==> src/rtl/csr_pkg.sv <==
package csr_pkg;

  localparam int unsigned REG_W = 16;

  typedef enum logic [3:0] {
    ACC_RSV, ACC_RW, ACC_RO, ACC_WO, ACC_W1C, ACC_WAC,
    ACC_RC, ACC_LH, ACC_LL, ACC_SC, ACC_SS
  } acc_e;

  // Access rule of bit b in register r (demonstration map)
  function automatic acc_e map_acc(input int unsigned r, input int unsigned b);
    acc_e a;
    case (r)
      0: begin
        if (b < 6) a = ACC_RW;
        else if (b == 6) a = ACC_SC;
        else if (b == 7) a = ACC_SS;
        else if (b < 12) a = ACC_WO;
        else a = ACC_RSV;
      end
      1: begin
        if (b < 4) a = ACC_W1C;
        else if (b < 8) a = ACC_WAC;
        else if (b < 12) a = ACC_RC;
        else a = ACC_RO;
      end
      2: begin
        if (b < 6) a = ACC_LH;
        else if (b < 12) a = ACC_LL;
        else a = ACC_RSV;
      end
      default: a = ACC_RW;
    endcase
    return a;
  endfunction

  // Reset default of bit b in register r
  function automatic logic map_def(input int unsigned r, input int unsigned b);
    logic [REG_W-1:0] hi_def;
    hi_def = 16'h3C5A;
    case (r)
      0: return (b == 4) || (b == 7);
      1: return 1'b0;
      2: return (b >= 6) && (b < 12);
      default: return hi_def[b];
    endcase
  endfunction

  // Bit keeps its value across soft reset
  function automatic logic map_keep(input int unsigned r, input int unsigned b);
    case (r)
      0: return (b == 4) || (b == 5);
      1, 2: return 1'b0;
      default: return b < 8;
    endcase
  endfunction

endpackage

==> src/rtl/csr_rst_sync.sv <==
module csr_rst_sync (
  input  logic clk,
  input  logic rst_n,
  output logic rst_core_n
);
  logic [1:0] stage_q;

  always_ff @(posedge clk or negedge rst_n) begin
    if (!rst_n) stage_q <= 2'b00;
    else        stage_q <= {stage_q[0], 1'b1};
  end

  assign rst_core_n = stage_q[1];
endmodule

==> src/rtl/csr_bit_cell.sv <==
module csr_bit_cell #(
  parameter csr_pkg::acc_e ACC         = csr_pkg::ACC_RW,
  parameter logic          DEF         = 1'b0,
  parameter logic          KEEP        = 1'b0,
  parameter bit            SC_USE_DONE = 1'b0
) (
  input  logic clk,
  input  logic rst_n,
  input  logic soft_rst,
  input  logic wr_hit,
  input  logic wr_bit,
  input  logic rd_hit,
  input  logic hw_set,
  input  logic hw_cond,
  input  logic sc_done,
  output logic state_q,
  output logic rd_val
);
  import csr_pkg::*;

  logic nxt;
  logic upd;
  logic sc_clr;

  assign sc_clr = SC_USE_DONE ? sc_done : 1'b1;

  always_comb begin
    nxt = state_q;
    case (ACC)
      ACC_RW, ACC_WO: if (wr_hit) nxt = wr_bit;
      ACC_W1C: nxt = hw_set | (state_q & ~(wr_hit & wr_bit));
      ACC_WAC: nxt = hw_set | (state_q & ~wr_hit);
      ACC_RC:  nxt = hw_set | (state_q & ~rd_hit);
      ACC_LH:  nxt = hw_cond | (state_q & ~rd_hit);
      ACC_LL:  nxt = hw_cond & (state_q | rd_hit);
      ACC_SC:  nxt = (wr_hit & wr_bit) | (state_q & ~sc_clr);
      ACC_SS:  nxt = ~(wr_hit & ~wr_bit);
      default: nxt = 1'b0;
    endcase
    if (soft_rst && !KEEP) nxt = DEF;
  end

  assign upd = (nxt != state_q);

  always_ff @(posedge clk or negedge rst_n) begin
    if (!rst_n)   state_q <= DEF;
    else if (upd) state_q <= nxt;
  end

  always_comb begin
    case (ACC)
      ACC_RO:          rd_val = hw_cond;
      ACC_WO, ACC_RSV: rd_val = 1'b0;
      default:         rd_val = state_q;
    endcase
  end
endmodule

==> src/rtl/csr_read_mux.sv <==
module csr_read_mux #(
  parameter int unsigned NUM_REGS = 4,
  parameter int unsigned ADDR_W   = 5
) (
  input  logic [NUM_REGS*csr_pkg::REG_W-1:0] view,
  input  logic [ADDR_W-1:0]                  addr,
  input  logic                               rd_en,
  output logic [csr_pkg::REG_W-1:0]          rd_data
);
  localparam int unsigned W = csr_pkg::REG_W;

  always_comb begin
    rd_data = '0;
    for (int unsigned r = 0; r < NUM_REGS; r++) begin
      if (rd_en && (addr == ADDR_W'(r))) rd_data = view[r*W +: W];
    end
  end
endmodule

==> src/rtl/csr_bit_engine.sv <==
module csr_bit_engine #(
  parameter int unsigned NUM_REGS    = 4,
  parameter bit          SC_USE_DONE = 1'b0
) (
  input  logic                               clk,
  input  logic                               rst_n,
  input  logic                               soft_rst,
  input  logic [4:0]                         addr,
  input  logic                               wr_en,
  input  logic [csr_pkg::REG_W-1:0]          wr_data,
  input  logic                               rd_en,
  output logic [csr_pkg::REG_W-1:0]          rd_data,
  input  logic [NUM_REGS*csr_pkg::REG_W-1:0] hw_set,
  input  logic [NUM_REGS*csr_pkg::REG_W-1:0] hw_cond,
  input  logic [NUM_REGS*csr_pkg::REG_W-1:0] sc_done,
  output logic [NUM_REGS*csr_pkg::REG_W-1:0] ctrl_q
);
  localparam int unsigned W      = csr_pkg::REG_W;
  localparam int unsigned ADDR_W = 5;
  localparam int unsigned NB     = NUM_REGS * W;

  logic          rst_core_n;
  logic [NB-1:0] view;

  csr_rst_sync u_rst (
    .clk        (clk),
    .rst_n      (rst_n),
    .rst_core_n (rst_core_n)
  );

  for (genvar r = 0; r < NUM_REGS; r++) begin : g_reg
    logic wr_hit;
    logic rd_hit;
    assign wr_hit = wr_en && (addr == ADDR_W'(r));
    assign rd_hit = rd_en && (addr == ADDR_W'(r));
    for (genvar b = 0; b < W; b++) begin : g_bit
      csr_bit_cell #(
        .ACC         (csr_pkg::map_acc(r, b)),
        .DEF         (csr_pkg::map_def(r, b)),
        .KEEP        (csr_pkg::map_keep(r, b)),
        .SC_USE_DONE (SC_USE_DONE)
      ) u_cell (
        .clk      (clk),
        .rst_n    (rst_core_n),
        .soft_rst (soft_rst),
        .wr_hit   (wr_hit),
        .wr_bit   (wr_data[b]),
        .rd_hit   (rd_hit),
        .hw_set   (hw_set[r*W+b]),
        .hw_cond  (hw_cond[r*W+b]),
        .sc_done  (sc_done[r*W+b]),
        .state_q  (ctrl_q[r*W+b]),
        .rd_val   (view[r*W+b])
      );
    end
  end

  csr_read_mux #(
    .NUM_REGS (NUM_REGS),
    .ADDR_W   (ADDR_W)
  ) u_mux (
    .view    (view),
    .addr    (addr),
    .rd_en   (rd_en),
    .rd_data (rd_data)
  );
endmodule

==> config.mk <==
export PLATFORM = sky130hd
export DESIGN_NAME = csr_bit_engine
export DESIGN_NICKNAME = d
export VERILOG_FILES = /design/src/rtl/csr_pkg.sv /design/src/rtl/csr_rst_sync.sv /design/src/rtl/csr_bit_cell.sv /design/src/rtl/csr_read_mux.sv /design/src/rtl/csr_bit_engine.sv
export SDC_FILE = /design/constraint.sdc
export NUM_CORES = 1
export LEC_CHECK = 0
export BUFFER_PORTS_ARGS = -buffer_cell sky130_fd_sc_hd__buf_2
export CELL_PAD_IN_SITES_DETAIL_PLACEMENT = 1
export CELL_PAD_IN_SITES_GLOBAL_PLACEMENT = 1
export CORE_AREA = 2 2 116 118
export CTS_CLUSTER_DIAMETER = 200
export DETAILED_ROUTE_END_ITERATION = 8
export DIE_AREA = 0 0 118 120
export GPL_ROUTABILITY_DRIVEN = 0
export PLACE_DENSITY_LB_ADDON = 0.1
export SLEW_MARGIN = 30
export SYNTH_ARGS = -nofsm -noshare
export SYNTH_HDL_FRONTEND = slang
export SYNTH_HIERARCHICAL = 1
export SYNTH_SLANG_ARGS = --single-unit
==> constraint.sdc <==
create_clock -name clk -period 1.9 [get_ports clk]
set_clock_uncertainty 0.15 [all_clocks]
set_input_delay 0.38 -clock clk [delete_from_list [all_inputs] [get_ports clk]]
set_output_delay 0.38 -clock clk [all_outputs]
set_load 0.01 [all_outputs]
### Yosys cells after proc, flatten, opt, wreduce, memory -nomap -nowiden

Cells that the tools add are included.

* reductions and logical operators: 8
* equality and inequality tests: 55
* multiplexer cells: 72
* bitwise operators: 63

Operator list (number)
* 1-bit 2-to-1 mux: 68
* 1-bit != test: 52
* 16-bit 2-to-1 mux: 3
* 1-bit bitwise AND: 30
* 1-bit bitwise OR: 24
* 5-bit by 2-bit == test with 1-bit output (second input constant): 2
* 1-bit inverter: 9
* 8-bit 2-to-1 mux: 1
* 1-bit logical AND: 7
* 5-bit by 1-bit == test with 1-bit output (second input constant): 1
* 5-bit logical NOT: 1

* register bits after elaboration: 54
* input bits: 218
* output and inout bits: 80

### Depth between registers and ports, before layout

Gate-level depths: netlist of run 1.

* depth in word-level cells: 8
* gate-level depth with buffers: 4
* gate-level depth less buffers: 4

### By module

The synthesis of run 1 kept the hierarchy.

By module, submodules not included
* csr_bit_cell (g_reg[1].g_bit[10].u_cell ...): sequential area each 25.0 µm², times used 14, area an instance 51.3 µm², cells an instance 5
* csr_read_mux: sequential area each 0.0 µm², times used 1, area an instance 543.0 µm², cells an instance 38
* csr_bit_cell (g_reg[0].g_bit[0].u_cell ...): sequential area each 25.0 µm², times used 8, area an instance 46.3 µm², cells an instance 4
* csr_bit_cell (g_reg[2].g_bit[10].u_cell ...): sequential area each 26.3 µm², times used 6, area an instance 45.0 µm², cells an instance 4
* csr_bit_cell (g_reg[0].g_bit[4].u_cell ...): sequential area each 26.3 µm², times used 5, area an instance 48.8 µm², cells an instance 3
* csr_bit_cell (g_reg[0].g_bit[5].u_cell ...): sequential area each 25.0 µm², times used 5, area an instance 47.5 µm², cells an instance 3
* csr_bit_cell (g_reg[0].g_bit[12].u_cell ...): sequential area each 0.0 µm², times used 12, area an instance 18.8 µm², cells an instance 3
* csr_bit_cell (g_reg[0].g_bit[10].u_cell ...): sequential area each 25.0 µm², times used 4, area an instance 50.0 µm², cells an instance 5
* csr_bit_cell (g_reg[1].g_bit[0].u_cell ...): sequential area each 25.0 µm², times used 4, area an instance 48.8 µm², cells an instance 5
* csr_bit_cell (g_reg[3].g_bit[10].u_cell ...): sequential area each 26.3 µm², times used 4, area an instance 48.8 µm², cells an instance 4
* csr_bit_engine: sequential area each 0.0 µm², times used 1, area an instance 76.3 µm², cells an instance 13
* csr_rst_sync: sequential area each 50.0 µm², times used 1, area an instance 53.8 µm², cells an instance 3
* csr_bit_cell (g_reg[0].g_bit[7].u_cell): sequential area each 26.3 µm², times used 1, area an instance 42.5 µm², cells an instance 3
* csr_bit_cell (g_reg[0].g_bit[6].u_cell): sequential area each 25.0 µm², times used 1, area an instance 41.3 µm², cells an instance 3

### Worst setup path before layout of run 1

OpenSTA, ideal clock, no wires.

* path type: input-to-reg
* from: in addr[4]
* to: reg g_reg[0].g_bit[7].u_cell.state_q
* data arrival time: 2451 ps
* path slack: -789 ps
* library setup time: 88 ps
* path buffers: 0
* cell stages on the path: 3
* path through: or4b_4 nor3_1 or3b_1

* word-level cells in the longest chain between the ends: 6

RTL lines
* start, declared: line csr_bit_engine.sv:8 `input logic [4:0] addr,`
* 5-bit logical NOT *: line csr_bit_engine.sv:34 `assign wr_hit = wr_en && (addr == ADDR_W'(r));`
* 1-bit logical AND *: line csr_bit_engine.sv:34
* named net g_reg[0].wr_hit: line csr_bit_engine.sv:32 `logic wr_hit;`
* 1-bit bitwise AND *: line csr_bit_cell.sv:37 `ACC_SS: nxt = ~(wr_hit & ~wr_bit);`
* 1-bit inverter *: line csr_bit_cell.sv:37
* 1-bit 2-to-1 mux *: line csr_bit_cell.sv:40 `if (soft_rst && !KEEP) nxt = DEF;`
* 1-bit != test: line csr_bit_cell.sv:43 `assign upd = (nxt != state_q);`
* end signal, assigned: line csr_bit_cell.sv:47 `else if (upd) state_q <= nxt;`
* end, declared: line csr_bit_cell.sv:16 `output logic state_q,`

Mark *: on every way through the listed nets, which the timed path passes. The rest lies on a longest branch.
A chain may end at the register's enable or synchronous reset.

### Worst setup path in the final report of run 1

* from: reg g_reg[2].g_bit[3].u_cell.state_q
* to: out rd_data[3] (netlist bit)

* word-level cells in the longest chain between the ends: 2

RTL lines
* start, declared: line csr_bit_cell.sv:16
* start signal, assigned: line csr_bit_cell.sv:47
* 16-bit 2-to-1 mux (2 in a row): line csr_read_mux.sv:15 `if (rd_en && (addr == ADDR_W'(r))) rd_data = view[r*W +: W];`
* end, declared: line csr_bit_engine.sv:12 `output logic [csr_pkg::REG_W-1:0] rd_data,`

Every way passes these cells.

==> results.tsv, run 1 <==
metric	value	unit
status	finished, violations left	
failing checks	negative setup slack	
CP startpoint kind	register	
power per cell area	709.3	nW/um^2
multi-input logic area	1401	sq um
R2R Setup Slk	730	ps
synthesized cell area	3401	sq um
vias in the first global route	2614	
critical path class	register to output port	
HPWL Detailed	7.034	mm
# IOs	298	
r2r worst-path depth	4	
Post-Place Setup Slack	-190.5	ps
Pint	2412	uW
DR vias	2443	
CTS buffer count	5	
post-route cell area	4499	sq um
port buffer count	121	
CP Capture Type	output port	
cell count after synthesis	305	
core area	12980	sq um
worst-path fanout max	3	
num rows	42	
Max IR drop VDD	0.3439	mV
Gate power share	20.5	%
vias per std cell	4.106	
total grt overflow	0	
most frequent cells in the layout	buf_2 (111), buf_4 (47), dfrtp_1 (37)	
Slew Limit Fails	0	
layout cells sized above 1	61.00	%
max_cap viols	0	
share of power burned in registers	40.9	%
Syn Area/Cell	11.15	sq um
H-tree lvl count	2	
Final #Nets	635	
DRT iter0 DRCs	59	
leak pwr	0.002219	uW
initial core utilization	26.20	%
Overall Global Routing Usage	14.31	%
clock transition at the registers of the reported paths	70	ps
DP Area	3915	sq um
Layout Cells excl Fill	595	
drt wl/cell	16.72	um
overall power	3191	uW
Worst Path Arrival	1440	ps
Area growth, synth to finish	32.30	%
Die ar.	14160	sq um
largest net degree at the start of global routing	53	
Root Driver	clkbuf_16	
clk_lat worst skew	300	ps
Sw Ratio	24.41	%
Ys Warns	6	
final setup fails	16	
Hold Crit Class	register to async pin	
min Tclk post-route	1965	ps
worst r2r src	g_reg[3].g_bit[13].u_cell/rd_val	
Final ANT Viol Nets	0	
most common cell after layout, fill and taps aside	buf_2	
Sw Pwr	779.0	uW
CP required	1370	ps
final WL	9.947	mm
Fin. Hold Viols	0	
FF/Latch Area	1373	sq um
fmax	0.5088	GHz
CTS tree	built	
Chip Width	118	um
first-pass GRT wire length	15.14	mm
Tcrit/Tclk final	103.4	%
Fill cells	1513	
clock sink count	54	
DRT Pass-1 Iters	4	
worst reg2reg path endpoint	g_reg[3].g_bit[13].u_cell/rd_val	
Worst Setup Slack, final	-65.32	ps
placed cells	550	
Remaining DRCs	0	
initial antenna violation count	5	
Die H	120	um
RSZ-0062 raised after global routing	true	
maximum clock insertion buffer count	2	
Post-Route Setup TNS	-607.7	ps
Clock power frac	38.6	%
-- flip-flops by register name (all words and copies together) (netlist names) --
register and cells:
g.g_bit.u_cell/rd_val 48, g.g_bit.u_cell/state_q 4, u_rst/stage_q 2
-- layer usage --
| layer | GRT usage [%] | up-vias | share of wire, % |
|---|---|---|---|
| met1 | 18.59 | 1211 | 44 |
| met5 | 0 | - | 0.35 |
| met2 | 21.80 | 84 | 45 |
| li1 | - | 1130 | - |
| met4 | 3.840 | 6 | 1.1 |
| met3 | 6.179 | 12 | 9.1 |
-- power by group through the flow --
stage | Combinational [uW] | Clock (uW) | Sequential (uW)
after detailed placement | 533 | 0 | 1340
after global placement | 526 | 0 | 1340
final | 653 | 1230 | 1310
after CTS | 653 | 1270 | 1310
after global routing | 718 | 1320 | 1320
after floorplan | 430 | 0 | 1330
-- cell type report --
type	instances	share of cell area (%)
diodes	1	0.05562
well taps	176	4.894
clock inverters	2	1.335
clock buffers	6	3.087
multi-input cells	160	31.15
repair buffers	178	27.48
flip-flops and latches	54	30.51
inverters	18	1.502
-- worst max path at each step --
stage                                           end  slack [ps]                       startpoint
detailed placement                       rd_data[5]        -190                          addr[0]
floorplan           g_reg[0].g_bit[7].u_cell/rd_val        -120                          addr[4]
CTS                                      rd_data[3]         -90  g_reg[2].g_bit[3].u_cell/rd_val
global placement                         rd_data[5]        -170                          addr[0]
finish                                   rd_data[3]         -70  g_reg[2].g_bit[3].u_cell/rd_val
global route                             rd_data[1]        -120  g_reg[2].g_bit[1].u_cell/rd_val
-- what timing repair did --
item / CTS / global route
pin swaps: 13 / 3
setup endpoints to repair: 16 / 16
endpoints found under the hold margin: 2 / 0
buffers inserted: 31 / 5
hold buffers: 1 / 0
resized for setup: 22 / 10
cloned: 1 / 1
-- critical path: stages, from the launching register on --
cell     delay [ps]
dfrtp_1         400
mux4_2          460
and2_4          150
buf_6           120
-- through the flow --
stage | hold WS [ps] | utilization, %
after global placement | 16.33 | 30.16
after detailed placement | 17.95 | 30.16
after global routing | 142.9 | 34.64
after floorplan | -65.59 | -
after CTS | 123.9 | 34.02
final | 98.88 | 34.66
No activity file was read; power rests on OpenSTA's default activity.
==> run 2, diff against run 1 <==
RECOVER_POWER = 50   (was unset)
==> run 2 against run 1 <==
The flow still finishes with violations (negative setup slack). Die area stayed put. Global-route usage stayed put. Total power is 0.35% lower. Critical path type unchanged. Largest power group unchanged.
==> results.tsv, run 2 (same netlist as run 1, synthesis figures left out) <==
metric	value	unit	change
min Tclk post-route	1965	ps	-0.1502 ps
final WL	9.938	mm	about the same
layout cells sized above 1	55.50	%	-5.5 points
Sw Pwr	779.4	uW	about the same
Root Driver	clkbuf_16		
initial core utilization	26.20	%	unchanged
Final ANT Viol Nets	0		unchanged
vias per std cell	4.104		about the same
critical path class	register to output port		
DRT iter0 DRCs	53		-10%
core area	12980	sq um	unchanged
CTS buffer count	5		unchanged
Overall Global Routing Usage	14.31	%	unchanged
Hold Crit Class	input pin to register		
Worst Setup Slack, final	-65.17	ps	+0.1502 ps
clk_lat worst skew	300	ps	about the same
H-tree lvl count	2		unchanged
leak pwr	0.002129	uW	-4.0%
slowest CP cell	mux4_2		
Remaining DRCs	0		unchanged
share of power burned in registers	41.0	%	about the same
Die H	120	um	unchanged
worst-path fanout max	3		unchanged
Tightest Pin Transition	1397	ps	
maximum clock insertion buffer count	2		unchanged
DR vias	2442		-0.041%
power per cell area	713.8	nW/um^2	+0.63%
failing checks	negative setup slack		
max_cap viols	0		unchanged
Fin. Hold Viols	0		unchanged
first-pass GRT wire length	15.14	mm	unchanged
Gate power share	20.2	%	-0.3 points
Chip Width	118	um	unchanged
RSZ-0062 raised after global routing	true		
Pint	2401	uW	-0.48%
Bufs and invs on worst path	1		unchanged
status	finished, violations left		
largest net degree at the start of global routing	53		unchanged
Die ar.	14160	sq um	unchanged
Worst Path Arrival	1440	ps	about the same
# IOs	298		unchanged
Max IR drop VDD	0.3437	mV	about the same
headroom to the max-slew limit	6.835	%	
CP startpoint kind	register		
most frequent cells in the layout	buf_2 (88), buf_4 (46), dfrtp_1 (37)		
CP Capture Type	output port		
initial antenna violation count	5		unchanged
vias in the first global route	2614		unchanged
clock sink count	54		unchanged
most common cell after layout, fill and taps aside	buf_2		
crit-path max cell delay	460	ps	about the same
CTS tree	built		
Final #Nets	635		unchanged
num rows	42		unchanged
clock transition at the registers of the reported paths	70	ps	about the same
overall power	3180	uW	-0.35%
drt wl/cell	16.70	um	about the same
port buffer count	121		unchanged
max reg flops	48		unchanged
worst hold slack	133.1	ps	+34.26 ps
Clock power frac	38.8	%	+0.2 points
HPWL Detailed	7.034	mm	unchanged
Sw Ratio	24.51	%	+0.10 points
Area growth, synth to finish	31.02	%	
fmax	0.5089	GHz	about the same
DRT Pass-1 Iters	4		unchanged
Largest delay share family, worst path	multiplexers		
Tcrit/Tclk final	103.4	%	about the same
total grt overflow	0		unchanged
crit path cell chain	mux4_2, and2_4, buf_6		
final setup fails	16		unchanged
CP required	1370	ps	about the same
Slew Limit Fails	0		unchanged
## run 2: final timing paths
check                                                startpoint                                to  slack [ps]  depth (start not counted)
worst max-delay path            g_reg[2].g_bit[3].u_cell/rd_val                        rd_data[3]         -70                          3
worst min-delay path                                wr_data[12]  g_reg[3].g_bit[12].u_cell/rd_val         130                          2
worst max register to register                 u_rst/stage_q[1]   g_reg[1].g_bit[5].u_cell/rd_val         230                          1
worst min register to register                 u_rst/stage_q[0]                  u_rst/stage_q[1]         200                          0
max in group asynchronous                      u_rst/stage_q[1]   g_reg[1].g_bit[5].u_cell/rd_val         230                          1
min in group asynchronous                                 rst_n                  u_rst/stage_q[0]         240                          2
## run 2: what timing repair did
action,CTS,global route
setup endpoints to repair,16,16
setup buffers,31,5
gates resized for setup,22,10
endpoints found under the hold margin,2,0
hold buffers,1,0
pin swaps,13,3
cloned,1,1
## run 2: power groups by stage
stage	clock network [uW]	registers, uW	logic [uW]
final	1230	1300	642
after global routing	1320	1320	707
after CTS	1270	1310	653
after detailed placement	0	1340	533
after global placement	0	1340	526
after floorplan	0	1330	430
## run 2: area by class of cell
cell class              instances  area, sq um
clock buffers                   6        138.9
well taps                     176        220.2
multi-input cells             160         1401
fillers                      1518         8524
diodes                          1        2.502
inverters                      18        67.56
repair buffers                178         1192
flip-flops and latches         54         1373
clock inverters                 2        60.06
## run 2: per-layer routing
layer	up-vias	global-route usage [%]	wire (um)
met1	1211	18.59	4356
met4	6	3.840	114
met3	12	6.179	922
met2	84	21.80	4509
met5	-	0	35
li1	1129	-	-
## run 2: stage by stage
step	setup TNS (ps)	setup WS [ps]	cell area [sq um]	std cells	utilization, %
2_1_floorplan	-1178	-121.0	3450	313	-
3_5_place_dp	-5658	-190.5	3915	550	30.16
6_report	-608.1	-65.17	4456	595	34.33
3_3_place_gp	-5274	-171.8	3915	550	30.16
5_1_grt	-3503	-115.5	4453	594	34.31
4_1_cts	-953.2	-86.03	4415	591	34.02
